`src/rtl/swt_pkg.sv`:
```
// Package: shared types and the wait-code decode for the stabilization-wait timer.
// Assumes four supported wait lengths, indexed 0 (longest) to 3 (shortest).
package swt_pkg;

    typedef enum logic [2:0] {
        WC_LONG  = 3'b000,
        WC_RESET = 3'b011,
        WC_MID   = 3'b101,
        WC_SHORT = 3'b111
    } wait_code_e;

    typedef logic [1:0] tap_sel_t;

    // Maps a wait code to its tap index; unlisted codes fall back to the shortest.
    function automatic tap_sel_t code_to_sel(input logic [2:0] code);
        tap_sel_t sel;
        case (code)
            WC_LONG:  sel = 2'd0;
            WC_RESET: sel = 2'd1;
            WC_MID:   sel = 2'd2;
            default:  sel = 2'd3;
        endcase
        return sel;
    endfunction

endpackage

```
`src/rtl/swt_mode_reg.sv`:
```
// Mode register: holds the 3-bit wait code and turns bit 3 of a write into a
// one-cycle chain clear. Assumes writes are single-cycle strobes; bit 3 is not stored.
module swt_mode_reg
    import swt_pkg::*;
(
    input  logic       clk,
    input  logic       rst_n,
    input  logic       we_i,
    input  logic [3:0] wdata_i,
    output tap_sel_t   sel_o,
    output logic       clr_o
);

    logic [2:0] mode_q;

    // Latch the wait code; reset selects the reset-release wait.
    always_ff @(posedge clk) begin
        if (!rst_n) begin
            mode_q <= WC_RESET;
        end else if (we_i) begin
            mode_q <= wdata_i[2:0];
        end
    end

    // Decode the stored code to a tap index.
    always_comb begin
        sel_o = code_to_sel(mode_q);
    end

    // A write with the clear bit set zeroes the chain at the same edge.
    assign clr_o = we_i & wdata_i[3];

    assert_mode_latch_R4: assert property (@(posedge clk) disable iff (!rst_n)
        we_i |=> (mode_q == $past(wdata_i[2:0])));

endmodule

```
`src/rtl/swt_chain.sv`:
```
// Counting chain: prescaler (PRE_W bits) followed by the visible stage (CNT_W bits).
// Reports a wrap of the low bits below the selected tap. Assumes 1 <= WAIT_EXPn <= PRE_W+CNT_W.
module swt_chain
    import swt_pkg::*;
#(
    parameter int unsigned PRE_W     = 12,
    parameter int unsigned CNT_W     = 8,
    parameter int unsigned WAIT_EXP0 = 20,
    parameter int unsigned WAIT_EXP1 = 17,
    parameter int unsigned WAIT_EXP2 = 15,
    parameter int unsigned WAIT_EXP3 = 13
) (
    input  logic             clk,
    input  logic             rst_n,
    input  logic             clr_i,
    input  tap_sel_t         sel_i,
    output logic [CNT_W-1:0] count_o,
    output logic             wrap_o
);

    localparam int unsigned CH_W   = PRE_W + CNT_W;
    localparam int unsigned N_TAPS = 4;

    logic [CH_W-1:0]   chain_q;
    logic [N_TAPS-1:0] tap_full;

    // One all-ones detector per selectable tap.
    for (genvar i = 0; i < N_TAPS; i++) begin : g_tap
        localparam int unsigned TAP_E = (i == 0) ? WAIT_EXP0 :
                                        (i == 1) ? WAIT_EXP1 :
                                        (i == 2) ? WAIT_EXP2 : WAIT_EXP3;
        assign tap_full[i] = &chain_q[TAP_E-1:0];
    end

    // Advance the chain every cycle; any clear source wins over counting.
    always_ff @(posedge clk) begin
        if (!rst_n || clr_i) begin
            chain_q <= '0;
        end else begin
            chain_q <= chain_q + 1'b1;
        end
    end

    assign wrap_o  = !clr_i && tap_full[sel_i];
    assign count_o = chain_q[CH_W-1 -: CNT_W];

    assert_clear_zeroes_R5: assert property (@(posedge clk) disable iff (!rst_n)
        clr_i |=> (chain_q == '0));

    assert_chain_step_R7: assert property (@(posedge clk) disable iff (!rst_n)
        !clr_i |=> (chain_q == $past(chain_q) + 1'b1));

endmodule

```
`src/rtl/swt_events.sv`:
```
// Event logic: CPU hold flag, interval interrupt pulse and watchdog pulse.
// Assumes wrap_i is a single-cycle indication of a tap wrap.
module swt_events (
    input  logic clk,
    input  logic rst_n,
    input  logic wake_i,
    input  logic kick_i,
    input  logic wrap_i,
    output logic hold_o,
    output logic irq_o,
    output logic wdt_o
);

    logic hold_q;
    logic arm_q;
    logic irq_q;
    logic wdt_q;

    // Hold the CPU from reset or a wake until the first tap wrap.
    always_ff @(posedge clk) begin
        if (!rst_n) begin
            hold_q <= 1'b1;
        end else if (wake_i) begin
            hold_q <= 1'b1;
        end else if (wrap_i) begin
            hold_q <= 1'b0;
        end
    end

    // Arm the watchdog on the first service strobe; only reset disarms it.
    always_ff @(posedge clk) begin
        if (!rst_n) begin
            arm_q <= 1'b0;
        end else if (kick_i) begin
            arm_q <= 1'b1;
        end
    end

    // Register the interval and watchdog pulses.
    always_ff @(posedge clk) begin
        if (!rst_n) begin
            irq_q <= 1'b0;
            wdt_q <= 1'b0;
        end else begin
            irq_q <= wrap_i;
            wdt_q <= wrap_i & arm_q;
        end
    end

    assign hold_o = hold_q;
    assign irq_o  = irq_q;
    assign wdt_o  = wdt_q;

    assert_hold_on_wake_R3: assert property (@(posedge clk) disable iff (!rst_n)
        wake_i |=> hold_q);

    assert_hold_ends_on_irq_R3: assert property (@(posedge clk) disable iff (!rst_n)
        $fell(hold_q) |-> irq_q);

    assert_irq_one_cycle_R6: assert property (@(posedge clk) disable iff (!rst_n)
        irq_q |=> !irq_q);

    assert_wdt_with_irq_R8: assert property (@(posedge clk) disable iff (!rst_n)
        wdt_q |-> irq_q);

endmodule

```
`src/rtl/stab_wait_timer.sv`:
```
// Top: interval timer with oscillator stabilization wait and watchdog.
// Assumes single-cycle strobes on wake_req, mode_we and wdt_kick. Any clear
// source zeroes the chain at the edge where it is seen.
module stab_wait_timer #(
    parameter int unsigned PRE_W     = 12,
    parameter int unsigned CNT_W     = 8,
    parameter int unsigned WAIT_EXP0 = 20,
    parameter int unsigned WAIT_EXP1 = 17,
    parameter int unsigned WAIT_EXP2 = 15,
    parameter int unsigned WAIT_EXP3 = 13
) (
    input  logic             clk,
    input  logic             rst_n,
    input  logic             wake_req,
    input  logic             mode_we,
    input  logic [3:0]       mode_wdata,
    input  logic             wdt_kick,
    output logic [CNT_W-1:0] tmr_count,
    output logic             irq_interval,
    output logic             wdt_reset,
    output logic             cpu_hold
);

    import swt_pkg::*;

    tap_sel_t sel;
    logic     mode_clr;
    logic     chain_clr;
    logic     wrap;

    // Merge every source that restarts the chain.
    assign chain_clr = mode_clr | wake_req | wdt_kick;

    swt_mode_reg u_mode (
        .clk     (clk),
        .rst_n   (rst_n),
        .we_i    (mode_we),
        .wdata_i (mode_wdata),
        .sel_o   (sel),
        .clr_o   (mode_clr)
    );

    swt_chain #(
        .PRE_W     (PRE_W),
        .CNT_W     (CNT_W),
        .WAIT_EXP0 (WAIT_EXP0),
        .WAIT_EXP1 (WAIT_EXP1),
        .WAIT_EXP2 (WAIT_EXP2),
        .WAIT_EXP3 (WAIT_EXP3)
    ) u_chain (
        .clk     (clk),
        .rst_n   (rst_n),
        .clr_i   (chain_clr),
        .sel_i   (sel),
        .count_o (tmr_count),
        .wrap_o  (wrap)
    );

    swt_events u_events (
        .clk    (clk),
        .rst_n  (rst_n),
        .wake_i (wake_req),
        .kick_i (wdt_kick),
        .wrap_i (wrap),
        .hold_o (cpu_hold),
        .irq_o  (irq_interval),
        .wdt_o  (wdt_reset)
    );

endmodule

```
`config.mk`:
```
export PLATFORM = sky130hd
export DESIGN_NAME = stab_wait_timer
export DESIGN_NICKNAME = d
export VERILOG_FILES = /design/src/rtl/swt_pkg.sv /design/src/rtl/swt_mode_reg.sv /design/src/rtl/swt_chain.sv /design/src/rtl/swt_events.sv /design/src/rtl/stab_wait_timer.sv
export SDC_FILE = /design/constraint.sdc
export NUM_CORES = 1
export LEC_CHECK = 0
export BUFFER_PORTS_ARGS = -buffer_cell sky130_fd_sc_hd__buf_2
export CAP_MARGIN = 20
export CELL_PAD_IN_SITES_DETAIL_PLACEMENT = 2
export CELL_PAD_IN_SITES_GLOBAL_PLACEMENT = 2
export CORE_MARGIN = 10
export CORE_UTILIZATION = 35
export CTS_BUF_LIST = sky130_fd_sc_hd__clkbuf_16
export CTS_CLUSTER_SIZE = 40
export DETAILED_ROUTE_END_ITERATION = 10
export GPL_ROUTABILITY_DRIVEN = 0
export PLACE_DENSITY_LB_ADDON = 0.1
export SYNTH_ARGS = -nofsm -noshare
export SYNTH_HDL_FRONTEND = slang
export SYNTH_SLANG_ARGS = --single-unit
```
`constraint.sdc`:
```
create_clock -name clk -period 2.7 [get_ports clk]
set_input_delay 0.135 -clock clk [delete_from_list [all_inputs] [get_ports clk]]
set_output_delay 0.135 -clock clk [all_outputs]
set_load 0.005 [all_outputs]
```
==> results.yml <==
clocking:
  cts.reportedPaths.clkPinSlew_ns: 0.07
  cts.sinks: 27
  root_buffer: "clkbuf_16"
  cts_buffers: 3
  cts_resized: 0
  tritoncts: "yes"
  ctsHoldBuffers: 0
  h-tree-depth: 1
  cts_post_setup_buffers_inserted: 0
  clk_latency_ns: 0.27
  clock_path_buffers: 2
floorplanning:
  rows: 21
  ios: 20
  fp.dieH_um: 80.4
  dieArea_um2: 6460
  die_w_um: 80.4
  core_um2: 3420
  start_util_pct: 37.3
logic_synthesis:
  synth_cell_types: 37
  postSynthAreaPerCell_um2: 8.85
  ys.flop_type: "dfxtp_1"
  ys_seq_area_share_pct: 42.4
  synth_warnings: 0
  syn_inst: 144
  synth_area_um2: 1270
  synth_largest_area_cell: "dfxtp_1"
  synth.most_common_cell: "dfxtp_1"
  synth_top_area_share_pct: 42.4
  synth_edf_count: 0
  synth_area_leaders: "dfxtp_1 42%, nor2_1 5.3%, buf_4 4.7%"
  netlist_top_cells_count: "27 x dfxtp_1, 18 x nor2_1, 13 x nand2_1"
  synth-seq-cells: 27
  synthArstFlopShare_pct: 0
  synth_nets: 155
global_route:
  antenna_found_initial: 0
  grtUsageTotal_pct: 11.1
  grtUsageMet1_pct: 13.2
  grtUsageMet3_pct: 3.56
  grt_max_degree: 17
  grt_pass1_vias: 1159
  overflow: 0
  grt_pass1_wl_mm: 5.76
  busiest_layer: "met2"
  grt_use_met2_pct: 18.4
placement:
  place_area_um2: 1350
  place_ws_ns: 0.739
  dp_hpwl_mm: 2.54
  port_buffers: 19
power_and_ir_drop:
  p_int_uw: 618
  switchingPower_uw: 163
  p_total_uw: 781
  switching_share_pct: 20.9
  peakVddDrop_uv: 172
  clkPwrFrac_pct: 43.6
  p_per_area_nw_per_um2: 545
  power_leakage_uw: 0.000527
  combPwrFrac_pct: 4.2
  seq_power_share_pct: 52.2
detailed_routing:
  drt_iter0_markers: 25
  dr.pass1.iters: 4
  wl_per_cell_um: 16.4
  viasPerCell: 5.22
  route.detailed.drc: 0
  antenna_left: 0
  num_vias: 1059
  wl_mm: 3.33
min_path:
  hold_class: "input port to flip-flop"
  min_path_cells: 3
sta:
  slew_viol_final: 0
  worst_slack_ns: 0.663
  fin_crit_sh_pct: 75.4
  tightest_slew_ns: 0.580
  finalSetupViolCount: 0
  hold_violations: 0
  max-slew-margin-rel_pct: 61.2
  max_freq_ghz: 0.491
  setup-tns-final_ns: 0
  fin_crit_ns: 2.04
  fin_skew_ns: 0.00763
  rsz0062_at_grt: "no"
job:
  maxCapViolations: 0
finish:
  syn2layout_area_growth_pct: 12.4
  nNetsFinal: 169
  antennaDiodeCount: 0
  fin_util_pct: 41.9
  design_area_um2: 1430
  fillers: 406
  multi_input_comb_area_um2: 644
  layout-drive-gt1-share_pct: 19.1
  register_area_um2: 541
worst_setup_path:
  endpoint_kind: "flip-flop"
  worstPathMaxFanout: 5
  cp.arrival_ns: 2.24
  startpoint_type: "flip-flop"
  cp.required_ns: 2.91
  r2r_cells: 8
  crit_type: "flip-flop to flip-flop"
  r2r_setup_slack_ns: 0.66
outcome:
  status: "finished clean"
## path summary, 6_finish.rpt
kind | startpoint | end
setup reg to reg | u_chain.chain_q[0] | u_events.hold_o
hold reg to reg | u_chain.chain_q[0] | u_chain.chain_q[0]
hold / removal | mode_wdata[0] | u_mode.mode_q[0]
setup / recovery | u_chain.chain_q[0] | u_events.hold_o
## critical path: stages (launching register included)
cell and delay [ns]:
dfxtp_1 0.32, ha_1 0.25, and2_1 0.21, nand4_1 0.18, nor2_1 0.08, ha_1 0.18, o21a_1 0.20, a311oi_2 0.36
o22a_1 0.21
## registers in the layout, summed over array words and instances (netlist names)
register / flops
u_events.wdt_o: 1
u_events.arm_q: 1
u_chain.chain_q: 20
u_events.irq_o: 1
u_mode.mode_q: 3
u_events.hold_o: 1
## cells in the final DEF (no fill, tap or decap), types with 2 or more instances in the layout
cell       Yosys  routed
dfxtp_1       27      27
buf_2          0      19
nor2_1        18      18
nand2_1       13      13
a21oi_1        7       7
nand3_1        6       6
and2_1         5       5
xnor2_1        5       5
xor2_1         5       5
and3_1         4       4
nand4_1        4       4
o21ai_0        4       4
inv_1          4       4
o31ai_1        3       3
or4_1          3       3
mux2i_1        3       3
clkbuf_16      0       3
and4_2         2       2
or3_1          2       2
o2111ai_1      2       2
ha_1           2       2
## per-stage QoR
stage,instances,hold slack [ns]
floorplan,144,0.197
global placement,199,0.352
detailed placement,199,0.359
CTS,203,0.0905
global route,203,0.100
finish,203,0.0895
## cell families (layout without fill, tap and decap cells)
group | after synthesis | in the layout | synth area share, %
AOI/OAI and AO/OA | 21 | 21 | 11.1
xor gates and xnor gates | 10 | 10 | 6.87
adders and majority gates | 2 | 2 | 1.96
buffers and inverters | 14 | 27 | 7.07
DFF | 27 | 27 | 42.4
muxes | 3 | 3 | 2.36
and+or+nand+nor | 67 | 67 | 28.3
## power groups by stage
stage	Combinational, µW	Sequential [µW]	Clock (µW)
2_1_floorplan	19.3	416	0
3_3_place_gp	31.4	417	0
3_5_place_dp	32.9	417	0
4_1_cts	33.8	408	348
5_1_grt	37.4	409	363
6_report	32.8	408	341
## layout make-up
cell class / count / area share (%)
well taps: 46 / 4.02
inverters: 4 / 1.05
flip-flops and latches: 27 / 37.7
repair buffers: 19 / 6.64
clock buffers: 3 / 5.24
multi-input cells: 103 / 45.0
clock inverters: 1 / 0.349
## per-layer routing
layer | routed length [µm] | up-vias
met4 | 49 | 0
met5 | 0 | -
met1 | 1560 | 513
met3 | 154 | 5
li1 | - | 522
met2 | 1560 | 19
(Power assumes the default switching activity.)
